===== src/rtl/serr_pkg.sv =====
package serr_pkg;
  // Action taken in the current clock cycle
  typedef enum logic [1:0] {
    OP_HOLD  = 2'd0,  // no bit time this cycle
    OP_LOAD  = 2'd1,  // parallel capture of mismatch vector
    OP_SHIFT = 2'd2,  // present one bit, shift zero in
    OP_IDLE  = 2'd3   // bit time, register parked
  } serr_op_t;
endpackage


===== src/rtl/serr_ctl.sv =====
module serr_ctl
  import serr_pkg::*;
(
  input  logic     clk,
  input  logic     rst,
  input  logic     bit_en_i,
  input  logic     lock_i,
  input  logic     sync_i,
  input  logic     frame_end_i,
  output serr_op_t op_o
);
  logic run_q;

  always_comb begin
    if (!bit_en_i)               op_o = OP_HOLD;
    else if (sync_i && lock_i)   op_o = OP_LOAD;
    else if (run_q)              op_o = OP_SHIFT;
    else                         op_o = OP_IDLE;
  end

  always_ff @(posedge clk) begin
    if (rst) begin
      run_q <= 1'b0;
    end else begin
      unique case (op_o)
        OP_LOAD:  run_q <= 1'b1;
        OP_SHIFT: if (frame_end_i) run_q <= 1'b0;
        default:  run_q <= run_q;
      endcase
    end
  end
endmodule


===== src/rtl/serr_shifter.sv =====
module serr_shifter
  import serr_pkg::*;
#(
  parameter int K = 24
) (
  input  logic           clk,
  input  logic           rst,
  input  serr_op_t       op_i,
  input  logic [K-1:0]   vec_i,
  output logic           head_o,
  output logic           err_bit_o
);
  logic [K-1:0] sh_q;

  assign head_o = sh_q[K-1];

  always_ff @(posedge clk) begin
    if (rst) begin
      sh_q      <= '0;
      err_bit_o <= 1'b0;
    end else begin
      unique case (op_i)
        OP_LOAD: begin
          sh_q      <= vec_i;
          err_bit_o <= 1'b0;
        end
        OP_SHIFT: begin
          sh_q      <= {sh_q[K-2:0], 1'b0};
          err_bit_o <= sh_q[K-1];
        end
        default: begin
          sh_q      <= sh_q;
          err_bit_o <= 1'b0;
        end
      endcase
    end
  end
endmodule


===== src/rtl/serr_counter.sv =====
module serr_counter #(
  parameter int W = 32
) (
  input  logic         clk,
  input  logic         rst,
  input  logic         inc_i,
  output logic [W-1:0] cnt_o
);
  always_ff @(posedge clk) begin
    if (rst)        cnt_o <= '0;
    else if (inc_i) cnt_o <= cnt_o + 1'b1;
  end
endmodule


===== src/rtl/sync_err_serializer.sv =====
module sync_err_serializer
  import serr_pkg::*;
#(
  parameter int K     = 24,
  parameter int CNT_W = 32,
  parameter int FRM_W = 32
) (
  input  logic             clk,
  input  logic             rst,
  input  logic             bit_en_i,
  input  logic             lock_i,
  input  logic             sync_i,
  input  logic             frame_end_i,
  input  logic [K-1:0]     mismatch_i,
  output logic             err_bit_o,
  output logic [CNT_W-1:0] err_cnt_o,
  output logic [FRM_W-1:0] frm_cnt_o
);
  serr_op_t op;
  logic     head;
  logic     err_inc;
  logic     frm_inc;

  serr_ctl u_ctl (
    .clk         (clk),
    .rst         (rst),
    .bit_en_i    (bit_en_i),
    .lock_i      (lock_i),
    .sync_i      (sync_i),
    .frame_end_i (frame_end_i),
    .op_o        (op)
  );

  serr_shifter #(.K(K)) u_shift (
    .clk       (clk),
    .rst       (rst),
    .op_i      (op),
    .vec_i     (mismatch_i),
    .head_o    (head),
    .err_bit_o (err_bit_o)
  );

  assign err_inc = (op == OP_SHIFT) && head;
  assign frm_inc = (op == OP_LOAD);

  serr_counter #(.W(CNT_W)) u_err_cnt (
    .clk   (clk),
    .rst   (rst),
    .inc_i (err_inc),
    .cnt_o (err_cnt_o)
  );

  serr_counter #(.W(FRM_W)) u_frm_cnt (
    .clk   (clk),
    .rst   (rst),
    .inc_i (frm_inc),
    .cnt_o (frm_cnt_o)
  );
endmodule


===== config.mk =====
export PLATFORM = sky130hd
export DESIGN_NAME = sync_err_serializer
export DESIGN_NICKNAME = d
export VERILOG_FILES = /design/src/rtl/serr_pkg.sv /design/src/rtl/serr_ctl.sv /design/src/rtl/serr_shifter.sv /design/src/rtl/serr_counter.sv /design/src/rtl/sync_err_serializer.sv
export SDC_FILE = /design/constraint.sdc
export NUM_CORES = 1
export LEC_CHECK = 0
export ABC_CLOCK_PERIOD_IN_PS = 2750
export BUFFER_PORTS_ARGS = -buffer_cell sky130_fd_sc_hd__buf_4
export CELL_PAD_IN_SITES_DETAIL_PLACEMENT = 0
export CELL_PAD_IN_SITES_GLOBAL_PLACEMENT = 2
export CORE_MARGIN = 5
export CORE_UTILIZATION = 31
export CTS_CLUSTER_DIAMETER = 120
export DETAILED_ROUTE_END_ITERATION = 16
export PLACE_DENSITY = 0.82
export SYNTH_ARGS = -nofsm -noshare
export SYNTH_HDL_FRONTEND = slang
export SYNTH_SLANG_ARGS = --single-unit

===== constraint.sdc =====
create_clock -name clk -period 2.75 [get_ports clk]
set_clock_uncertainty 0.1 [all_clocks]
set_input_delay 0.275 -clock clk [delete_from_list [all_inputs] [get_ports clk]]
set_output_delay 0.275 -clock clk [all_outputs]
set_load 0.01 [all_outputs]

After elaboration in Yosys (flattened, before gate mapping)
Cells that the tools add are included.

operators by class
  add/subtract/negate cells = 2
  eq/ne operators = 3
  mux-type cells = 6
  bitwise gates (word level) = 1
  reduce and logical (&&, ||, !) cells = 5

operators by type and width
  kind                                                             number
  32-bit by 1-bit adder with 32-bit output, second input constant  2
  24-bit one-hot mux with 2 select lines                           1
  2-bit 2-to-1 mux                                                 2
  2-bit by 1-bit == test with 1-bit output, second input constant  1
  2-bit == test, second input constant                             1
  1-bit logical AND                                                2
  1-bit 2-to-1 mux                                                 2
  2-bit inequality test, second input constant                     1
  1-bit one-hot mux with 2 select lines                            1
  2-bit AND reduction                                              1
  2-bit nonzero test                                               1
  2-bit OR reduction                                               1
  1-bit NOT                                                        1

word-level totals
  flip-flop bits (word level) = 90
  bits of input ports = 30
  word-level logic and storage cells = 22

Depth between registers and ports, before layout
Gate-level depths: netlist of the first run.

  depth in word-level cells = 6
  mapped depth = 7
  gate-level depth less buffers = 6

Hierarchy
From an unflattened synthesis of the first run, not the netlist that was laid out.

unflattened totals
  cells, all modules = 483
  area total of the unflattened synthesis = 4453.0 um^2

modules (own cells, without submodules)
  module               instances  cells an instance  area each (um^2)
  serr_counter         2          181                1564.0
  serr_shifter         1          112                1248.7
  serr_ctl             1          7                  61.3
  sync_err_serializer  1          2                  15.0

Worst setup path after synthesis of the first run
OpenSTA, ideal clock, no wires.

  kind = reg-to-reg
  start point = register u_err_cnt.cnt_o[0]
  end point = register u_err_cnt.cnt_o[30]
  library setup time = 0.070 ns
  arrival time = 2.078 ns
  slack = 0.502 ns
  stages on the path, launching flop included = 8
  buffers on the path = 1
  period minus slack after synthesis = 2.248 ns
  cells stage by stage = dfxtp_1 -> ha_1 -> nand2_1 -> or3_1 -> or4_4 -> clkbuf_1 -> or3_1 -> a21oi_1

between the ends
  word-level cells in the longest chain between the ends = 1

RTL lines
  item                                      RTL line            RTL
  start, declared                           serr_counter.sv:7   output logic [W-1:0] cnt_o
  start signal, assigned                    serr_counter.sv:11  else if (inc_i) cnt_o <= cnt_o + 1'b1;
  32-bit by 1-bit adder with 32-bit output  serr_counter.sv:11

No other way between the ends.
A chain may end at the register's enable or synchronous reset.

Final worst setup path of the first run
  start point = register u_err_cnt.cnt_o[0]
  end point = register u_err_cnt.cnt_o[26]

The elaborated chain is that of the path after synthesis.

==> impl_metrics.toml, run 1 <==
[outcome]
status = "completed"

[clock_network]
cts.path.max_buffers = 2
cts_buffers = 9
cts.clk_slew.worst_paths_ns = 0.07
ctsResizeCount = 0
cts-root-buf = "clkbuf_16"
clock_latency_ns = 0.35
post_cts_buffers = 0
cts_tree = "done"
h-tree-depth = 3
clock_sink_count = 90
cts_hold_buf = 0

[drt]
drt_wl_total_mm = 9.954
route.met3.wl_um = 634
post_drt_wl_per_cell_um = 14.34
met2_length_mm = 4.816
vias = 3478
drt_iter0_drc = 343
drc = 0
drtAntennaViolNets = 0
routedLengthMet1_mm = 4.367
routed.top_layer = "met4"
dr.pass1.iters = 6
post_drt_via_cell_ratio = 5.012

[power_and_ir_drop]
p_comb_share_pct = 3.9
p_per_area_nw_per_um2 = 529.3
sw_frac_of_total_pct = 21.55
intPower_mw = 2.051
pwr-share-clk_pct = 45.3
p_switching_uw = 563.4
p_leak_nw = 1.797
power.share.sequential_pct = 50.7
irDropWorstVdd_mv = 0.4096

[grt]
antenna_found_initial = 0
track_usage_pct = 13.98
grt_max_degree = 91
grt_pass1_vias = 3243
grt_overflow_total = 0
grt_pass1_wl_mm = 16.39

[yosys]
synth_warnings = 0
async_flop_share_pct = 0
ys_seq_area_share_pct = 47.18
synth_xor_area_share_pct = 10.78
netlist_top_cells_area = "dfxtp_1, nor2_1, xnor2_1, a222oi_1, xor2_1"
synth_fp_nets = 469
synth_seq_cells = 90
synth_compound_area_share_pct = 10.68
muxShareOfSynthArea_pct = 0
synth_common_cells = "dfxtp_1, nor2_1, xnor2_1"
netlist_area_um2 = 3819
avgSynthCellArea_um2 = 8.738
netlist_instances = 437
synth_flop_cell = "dfxtp_1"
synth-edff-count = 0
synth_top_family_by_area = "simple AND/OR/NAND/NOR gates"
synth-simple-area-share_pct = 27.16
synth_top_area_share_pct = 47.18
synth_fa_ha_area_share_pct = 0.6553
synth_most_common_cell = "dfxtp_1"
synth_cell_types = 32
yosys.area.top_type = "dfxtp_1"

[timing]
setup_viol = 0
tightest_slew_ns = 0.9525
max_freq_ghz = 0.4074
relSlewSlack_pct = 36.50
slew_violations = 0
hold_viol = 0
fin_crit_ns = 2.454
rsz0062_at_grt = "no"
fin_crit_sh_pct = 89.25
finalSetupTns_ns = 0

[floorplan]
rows = 40
fp.dieArea_um2 = 14640
die_w_um = 121.0
die_h_um = 121.0
core_area_um2 = 12060
start_util_pct = 31.66
io_pins = 95

[setup_path]
required_ns = 2.91
cp_max_fo = 14
endpoint_kind = "register"
cp_data_arrival_time_ns = 2.62
criticalPathCategory = "register to register"
critPathLaunchType = "register"

[place]
dp_hpwl_mm = 6.874
dp_cells = 678
gp_congestion = 0.7837
port_buffers = 94

[finish]
area_delta_synth_final_pct = 29.36
fin_nets = 553
layout-drive-gt1-share_pct = 22.62
diodes = 0
stdcell_count = 694

[run]
drv_cap = 0

[worst_hold_path]
hold_path_class = "primary input to register"
per-stage QoR:
stage	power (mW)	hold WS (ns)	util, %	setup slack (ns)	cell area [µm²]
floorplan	1.409	0.3213	-	0.5018	3819
global placement	1.458	0.3653	38.60	0.3764	4656
detailed placement	1.460	0.3728	38.60	0.3093	4656
CTS	2.666	0.05106	40.95	0.2808	4940
global route	2.723	0.08783	40.95	0.1296	4940
finish	2.614	0.07000	40.95	0.2955	4940
metal layers:
layer  global-route usage, %  up-vias
met5                       0        -
met4                   4.674        0
met2                   22.68       86
li1                        -     1738
met3                   5.828        8
met1                   16.68     1646
path summary, 6_finish.rpt:
kind,from,end,slack (ns),depth (start not counted)
setup / recovery,u_err_cnt.cnt_o[0],u_err_cnt.cnt_o[26],0.30,6
hold / removal,mismatch_i[23],u_shift.sh_q[23],0.07,3
setup reg to reg,u_err_cnt.cnt_o[0],u_err_cnt.cnt_o[26],0.30,6
hold reg to reg,u_err_cnt.cnt_o[31],u_err_cnt.cnt_o[31],0.39,2
state kept, by name, summed over array words and instances (netlist names):
name / count
u_shift.sh_q: 24
u_frm_cnt.cnt_o: 32
u_shift.err_bit_o: 1
u_err_cnt.cnt_o: 32
u_ctl.run_q: 1
area by class of cell:
cell class | instances | area (µm²)
clock buffers | 14 | 274.0
clock inverters | 2 | 10.01
fillers | 1221 | 7122
inverters | 7 | 26.28
multi-input cells | 315 | 1882
flip-flops and latches | 90 | 1802
well taps | 168 | 210.2
repair buffers | 98 | 735.7
cells in the final DEF (no fill, tap or decap):
master,instances
clkbuf_16,9
and3_4,1
nor3b_1,1
a21oi_1,18
or3b_1,1
xor2_1,18
clkbuf_8,3
xnor2_1,29
dfxtp_1,90
nand4b_1,1
nand3_1,21
nor4b_1,1
nand2_1,28
a22oi_1,1
clkinv_2,2
inv_1,7
buf_4,98
nor3_1,10
or3_2,2
nor4_1,13
or4_1,2
ha_1,2
or3_1,13
nand4_1,18
nor2_1,82
clkbuf_1,2
o31ai_1,2
and4_1,6
o21ai_0,13
or4_4,2
a222oi_1,23
and3_1,3
and2_1,2
or2_2,2
power groups by stage:
stage | registers (mW) | logic (mW) | clock network [mW]
floorplan | 1.35 | 0.0556 | 0
global placement | 1.36 | 0.102 | 0
detailed placement | 1.36 | 0.105 | 0
CTS | 1.33 | 0.105 | 1.24
global route | 1.33 | 0.115 | 1.28
finish | 1.33 | 0.103 | 1.18
cell families (layout without fill, tap and decap cells):
group                      Yosys count  after routing
and+or+nand+nor                    209            209
DFF                                 90             90
AOI/OAI and AO/OA                   57             57
xor gates and xnor gates            47             47
buffers and inverters               32            121
adders and majority gates            2              2
worst max-delay path: stages, from the launching register on:
cell     delay (ns)
dfxtp_1        0.40
ha_1           0.21
nand2_1        0.17
or3_1          0.34
or4_4          0.50
or4_1          0.49
a21oi_1        0.15
(Power assumes the default switching activity.)
==> run 2: changes to the inputs <==
--- a/config.mk
+++ b/config.mk
@@ -5,15 +5,15 @@
 export SDC_FILE = /design/constraint.sdc
 export NUM_CORES = 1
 export LEC_CHECK = 0
-export ABC_CLOCK_PERIOD_IN_PS = 2750
+export ABC_CLOCK_PERIOD_IN_PS = 2000
 export BUFFER_PORTS_ARGS = -buffer_cell sky130_fd_sc_hd__buf_4
 export CELL_PAD_IN_SITES_DETAIL_PLACEMENT = 0
 export CELL_PAD_IN_SITES_GLOBAL_PLACEMENT = 2
 export CORE_MARGIN = 5
-export CORE_UTILIZATION = 31
+export CORE_UTILIZATION = 28
 export CTS_CLUSTER_DIAMETER = 120
 export DETAILED_ROUTE_END_ITERATION = 16
-export PLACE_DENSITY = 0.82
+export PLACE_DENSITY = 0.78
 export SYNTH_ARGS = -nofsm -noshare
 export SYNTH_HDL_FRONTEND = slang
 export SYNTH_SLANG_ARGS = --single-unit
==> constraint.sdc (replaced) <==
create_clock -name clk -period 2 [get_ports clk]
set_clock_uncertainty 0.1 [all_clocks]
set_input_delay 0.2 -clock clk [delete_from_list [all_inputs] [get_ports clk]]
set_output_delay 0.2 -clock clk [all_outputs]
set_load 0.05 [all_outputs]
==> impl_metrics.toml, run 2 (synthesis gave the netlist of run 1 again) <==
[outcome]
status = "finished, violations left"
violations = "setup timing"

[floorplan]
die_w_um = 126.8
start_util_pct = 28.72
io_pins = 95
rows = 42
core_area_um2 = 13300
fp.dieArea_um2 = 16070
die_h_um = 126.8

[clock_network]
cts_tree = "done"
clock_sink_count = 90
cts_buffers = 9
cts.path.max_buffers = 2
h-tree-depth = 3
cts.clk_slew.worst_paths_ns = 0.06
cts-root-buf = "clkbuf_16"
clock_latency_ns = 0.34

[finish]
multi_input_area_um2 = 1993
area_delta_synth_final_pct = 47.90
fin_nets = 617
fillers = 1347
layout-drive-gt1-share_pct = 38.47
top_regs = "u_err_cnt.cnt_o: 32 flops, u_frm_cnt.cnt_o: 32 flops, u_shift.sh_q: 24 flops"
final_area_um2 = 5648
diodes = 0
seq_area_um2 = 1876
final_cell_mix = "buf_4, nor2_1, dfxtp_1, xnor2_1, nand2_1"
postLayoutCoreUtil_pct = 42.48
mostFrequentLayoutCell = "buf_4"

[run]
drv_cap = 0

[timing]
hold_viol = 0
fin_ws_ns = -0.1337
finalSetupTns_ns = -0.8756
fin_crit_ns = 2.134
setup_viol = 13
relSlewSlack_pct = 68.48
fin_crit_sh_pct = 106.7
max_freq_ghz = 0.4687
rsz0062_at_grt = "yes"
tightest_slew_ns = 0.4684
slew_violations = 0

[setup_path]
cp_max_fo = 5
rr_worst_depth = 6
cp_data_arrival_time_ns = 2.31
endpoint_kind = "register"
criticalPathCategory = "register to register"
cp_cell_sequence = "ha_4 > nand2_4 > or3_4 > or4_4 > or4_4 > a21oi_2"
crit_top_cell = "or4_4"
cp_slowest_cell = "or4_4"
required_ns = 2.18
critPathLaunchType = "register"
critical_path.max_stage_delay_ns = 0.50

[drt]
post_drt_wl_per_cell_um = 14.54
drc = 0
dr.pass1.iters = 7
post_drt_via_cell_ratio = 4.971
drt_iter0_drc = 289
drtAntennaViolNets = 0
vias = 3808
drt_wl_total_mm = 11.14

[grt]
grt_max_degree = 42
grt_pass1_vias = 3616
grt_overflow_total = 0
grt_pass1_wl_mm = 18.31
antenna_found_initial = 0
track_usage_pct = 13.76

[worst_hold_path]
hold_path_class = "primary input to register"
holdPathStages = 3

[power_and_ir_drop]
p_leak_nw = 2.176
p_per_area_nw_per_um2 = 665.8
irDropWorstVdd_mv = 0.5038
power_mw = 3.761

[place]
port_buffers = 94
dpl_cell_area_um2 = 5170
dp_hpwl_mm = 7.871
gp_congestion = 0.7463
[run 2: changes by cell type in the layout (fill, tap and decap cells not counted), sizes merged]
cell	change
dlygate4sd3	+2
clkbuf	-4
bufinv	+2
or4	+2
clkinvlp	+1
buf	+60
clkinv	+1
[run 2: path summary, 6_finish.rpt]
check                startpoint                   to  slack (ns)
max          u_err_cnt.cnt_o[1]  u_err_cnt.cnt_o[26]       -0.13
min              mismatch_i[17]     u_shift.sh_q[17]        0.02
max reg2reg  u_err_cnt.cnt_o[1]  u_err_cnt.cnt_o[26]       -0.13
min reg2reg         u_ctl.run_q          u_ctl.run_q        0.38
[run 2: critical path, delay by kind of cell (launching register included)]
kind / cells / cell delay, ns
flops: 1 / 0.36
simple gates: 4 / 1.34
fa+ha+maj: 1 / 0.15
compound gates: 1 / 0.12
[run 2: power by group]
group | switching [mW] | total (mW) | internal (mW) | leakage [nW]
registers | 0.0119 | 1.80 | 1.79 | 0.746
logic | 0.0840 | 0.167 | 0.0827 | 1.28
clock network | 0.704 | 1.79 | 1.09 | 0.150
total | 0.799 | 3.76 | 2.96 | 2.18
[run 2: final cells by class]
| type | instances | share of cell area (%) |
|---|---|---|
| sequential | 90 | 33.21 |
| clock buffer | 10 | 4.054 |
| inverter | 7 | 0.4652 |
| tap | 176 | 3.899 |
| multi-input combinational | 317 | 35.29 |
| clock inverter | 6 | 1.440 |
| timing repair buffer | 160 | 21.64 |
[run 2: per-stage QoR]
stage | std cells | setup WS (ns) | hold WS (ns)
2_1_floorplan | 437 | -0.1675 | 0.2463
3_3_place_gp | 739 | -0.09237 | 0.3479
3_5_place_dp | 739 | -0.1135 | 0.3451
4_1_cts | 761 | -0.1087 | 0.008596
5_1_grt | 766 | -0.1849 | 0.01087
6_report | 766 | -0.1337 | 0.02278
[run 2: repair_timing]
action | 4_1_cts | 5_1_grt
gates resized for setup | 7 | 16
hold endpoints to repair | 2 | 0
pin swaps | 2 | 4
gates cloned | 1 | 1
hold buffers | 2 | 0
setup endpoints to repair | 9 | 20
buffers inserted | 3 | 4
[run 2: per-layer routing]
| metal | share of wire, % | global-route usage (%) | vias to the layer above | routed length [µm] |
|---|---|---|---|---|
| met5 | 0 | 0 | - | 0 |
| met1 | 44 | 17.28 | 1824 | 4907 |
| li1 | - | - | 1873 | - |
| met3 | 7.7 | 5.885 | 12 | 858 |
| met4 | 1.2 | 4.416 | 0 | 131 |
| met2 | 47 | 21.36 | 99 | 5240 |
==> run 3: changes to the inputs <==
--- a/config.mk
+++ b/config.mk
@@ -9,11 +9,13 @@
 export BUFFER_PORTS_ARGS = -buffer_cell sky130_fd_sc_hd__buf_4
 export CELL_PAD_IN_SITES_DETAIL_PLACEMENT = 0
 export CELL_PAD_IN_SITES_GLOBAL_PLACEMENT = 2
-export CORE_MARGIN = 5
+export CORE_MARGIN = 2
 export CORE_UTILIZATION = 28
 export CTS_CLUSTER_DIAMETER = 120
 export DETAILED_ROUTE_END_ITERATION = 16
+export MAX_ROUTING_LAYER = met4
 export PLACE_DENSITY = 0.78
+export SETUP_SLACK_MARGIN = 0.3
 export SYNTH_ARGS = -nofsm -noshare
 export SYNTH_HDL_FRONTEND = slang
 export SYNTH_SLANG_ARGS = --single-unit
==> impl_metrics.toml, run 3 (synthesis gave the netlist of run 1 again) <==
[setup_path]
cpLargestDelayFamily = "simple AND/OR/NAND/NOR gates"
cp_slowest_cell = "or4_1"
required_ns = 2.18
r2r_start = "u_err_cnt.cnt_o[1]"
critPathLaunchType = "register"
criticalPathCategory = "register to register"
critPathBufInv = 0
crit_path_start = "u_err_cnt.cnt_o[1]"
cp_cell_sequence = "ha_4 > nand2_4 > or3_4 > or4_4 > or4_1 > a21oi_2"
cp_max_fo = 6
endpoint_kind = "register"
cp_data_arrival_time_ns = 2.31
critical_path.max_stage_delay_ns = 0.50

[clock_network]
cts_tree = "done"
clock_sink_count = 90
cts.path.max_buffers = 2
cts_buffers = 9
h-tree-depth = 3
cts.clk_slew.worst_paths_ns = 0.06
clock_latency_ns = 0.34
cts-root-buf = "clkbuf_16"

[timing]
max_freq_ghz = 0.4692
setup_viol = 12
rsz0062_at_grt = "yes"
relSlewSlack_pct = 68.02
fin_ws_ns = -0.1313
fin_crit_ns = 2.131
hold_viol = 0
tightest_slew_ns = 0.4797
slew_violations = 0
fin_crit_sh_pct = 106.6
finalSetupTns_ns = -0.6390

[drt]
routedLengthMet1_mm = 5.216
post_drt_wl_per_cell_um = 14.23
drtAntennaViolNets = 0
route.met3.wl_um = 577
drt_wl_total_mm = 10.93
drc = 0
met2_length_mm = 4.952
vias = 3811
routed.top_layer = "met4"
drt_iter0_drc = 261
post_drt_via_cell_ratio = 4.962
dr.pass1.iters = 7

[finish]
layout-drive-gt1-share_pct = 45.78
fin_nets = 619
mostFrequentLayoutCell = "buf_4"
top_regs = "u_err_cnt.cnt_o: 32 flops, u_frm_cnt.cnt_o: 32 flops, u_shift.sh_q: 24 flops"
diodes = 0
area_delta_synth_final_pct = 58.39
stdcell_count = 768
final_cell_mix = "buf_4, nor2_1, dfxtp_1, dfxtp_4, xnor2_1"

[floorplan]
die_h_um = 120.8
die_w_um = 120.8
start_util_pct = 28.72
io_pins = 95
rows = 42
core_area_um2 = 13300
fp.dieArea_um2 = 14590

[grt]
antenna_found_initial = 0
grt_pass1_wl_mm = 17.08
grt_overflow_total = 0
grt_pass1_vias = 3350
grt_max_degree = 41
track_usage_pct = 15.20

[power_and_ir_drop]
p_switching_uw = 778.1
p_leak_nw = 2.450
p_per_area_nw_per_um2 = 591.0
power.share.sequential_pct = 49.9
pwr-share-clk_pct = 45.3
intPower_mw = 2.796
irDropWorstVdd_mv = 0.4032
sw_frac_of_total_pct = 21.77
p_comb_share_pct = 4.8
power_mw = 3.575

[outcome]
status = "finished, violations left"
violations = "setup timing"

[worst_hold_path]
hold_path_class = "primary input to register"
hold_start = "mismatch_i[4]"

[place]
dp_slack_ns = -0.1060
port_buffers = 94
dp_cells = 724
gp_congestion = 0.7479
dp_hpwl_mm = 7.177

[run]
drv_cap = 0
## run 3: changes by cell type in the layout (fill, tap and decap cells not counted), moves of 3 or more
| cell | before | now |
|---|---|---|
| buf_4 | 156 | 148 |
| nor4_2 | 1 | 4 |
| nor3_1 | 10 | 6 |
| dfxtp_4 | 15 | 30 |
| o21ai_2 | 1 | 5 |
| o21ai_0 | 7 | 3 |
| nor3_4 | 0 | 3 |
| buf_6 | 1 | 7 |
| buf_12 | 1 | 4 |
| clkbuf_8 | 0 | 3 |
| nor4_1 | 12 | 0 |
| dfxtp_1 | 61 | 46 |
| nor4_4 | 0 | 9 |
## run 3: timing repair
item / in CTS / in global routing
pin swaps: 14 / 46
resized for setup: 28 / 37
hold endpoints to repair: 2 / 0
setup buffers: 9 / 14
endpoints found under the setup margin: 34 / 47
hold buffers: 2 / 0
gates cloned: 3 / 0
## run 3: worst paths after layout
check             slack [ns]             endpoint  cells after the start
hold reg to reg         0.38          u_ctl.run_q                      2
hold / removal          0.02      u_shift.sh_q[4]                      3
setup / recovery       -0.13  u_err_cnt.cnt_o[26]                      6
setup reg to reg       -0.13  u_err_cnt.cnt_o[26]                      6
## run 3: layout make-up
cell class / count / area [µm²]
Clock buffer: 14 / 274.0
Clock inverter: 2 / 10.01
Fill cell: 1309 / 7247
Inverter: 7 / 26.28
Multi-Input combinational cell: 317 / 2268
Sequential cell: 90 / 1932
Tap cell: 176 / 220.2
Timing Repair Buffer: 162 / 1318
## run 3: power by group through the flow
stage	registers [mW]	logic, mW	clock network [mW]
after floorplan	1.83	0.0768	0
after global placement	1.82	0.161	0
after detailed placement	1.82	0.164	0
after CTS	1.78	0.168	1.69
after global routing	1.78	0.187	1.76
final	1.78	0.171	1.62
## run 3: metrics by stage
step	hold WS (ns)	util [%]	cell area [µm²]
finish	0.02065	45.49	6048
global route	0.02384	45.49	6048
CTS	0.009001	43.38	5768
detailed placement	0.3487	39.38	5235
global placement	0.3452	39.38	5235
floorplan	0.2463	-	4103
## run 3: layer usage
layer / GRT usage [%] / up-vias
met2: 21.26 / 92
met5: - / -
li1: - / 1887
met4: 6.468 / 0
met1: 20.73 / 1818
met3: 3.821 / 14
## run 3: worst reg2reg max path: stages (launching register included)
cell	delay, ns
dfxtp_4	0.37
ha_4	0.15
nand2_4	0.05
or3_4	0.32
or4_4	0.47
or4_1	0.50
a21oi_2	0.12
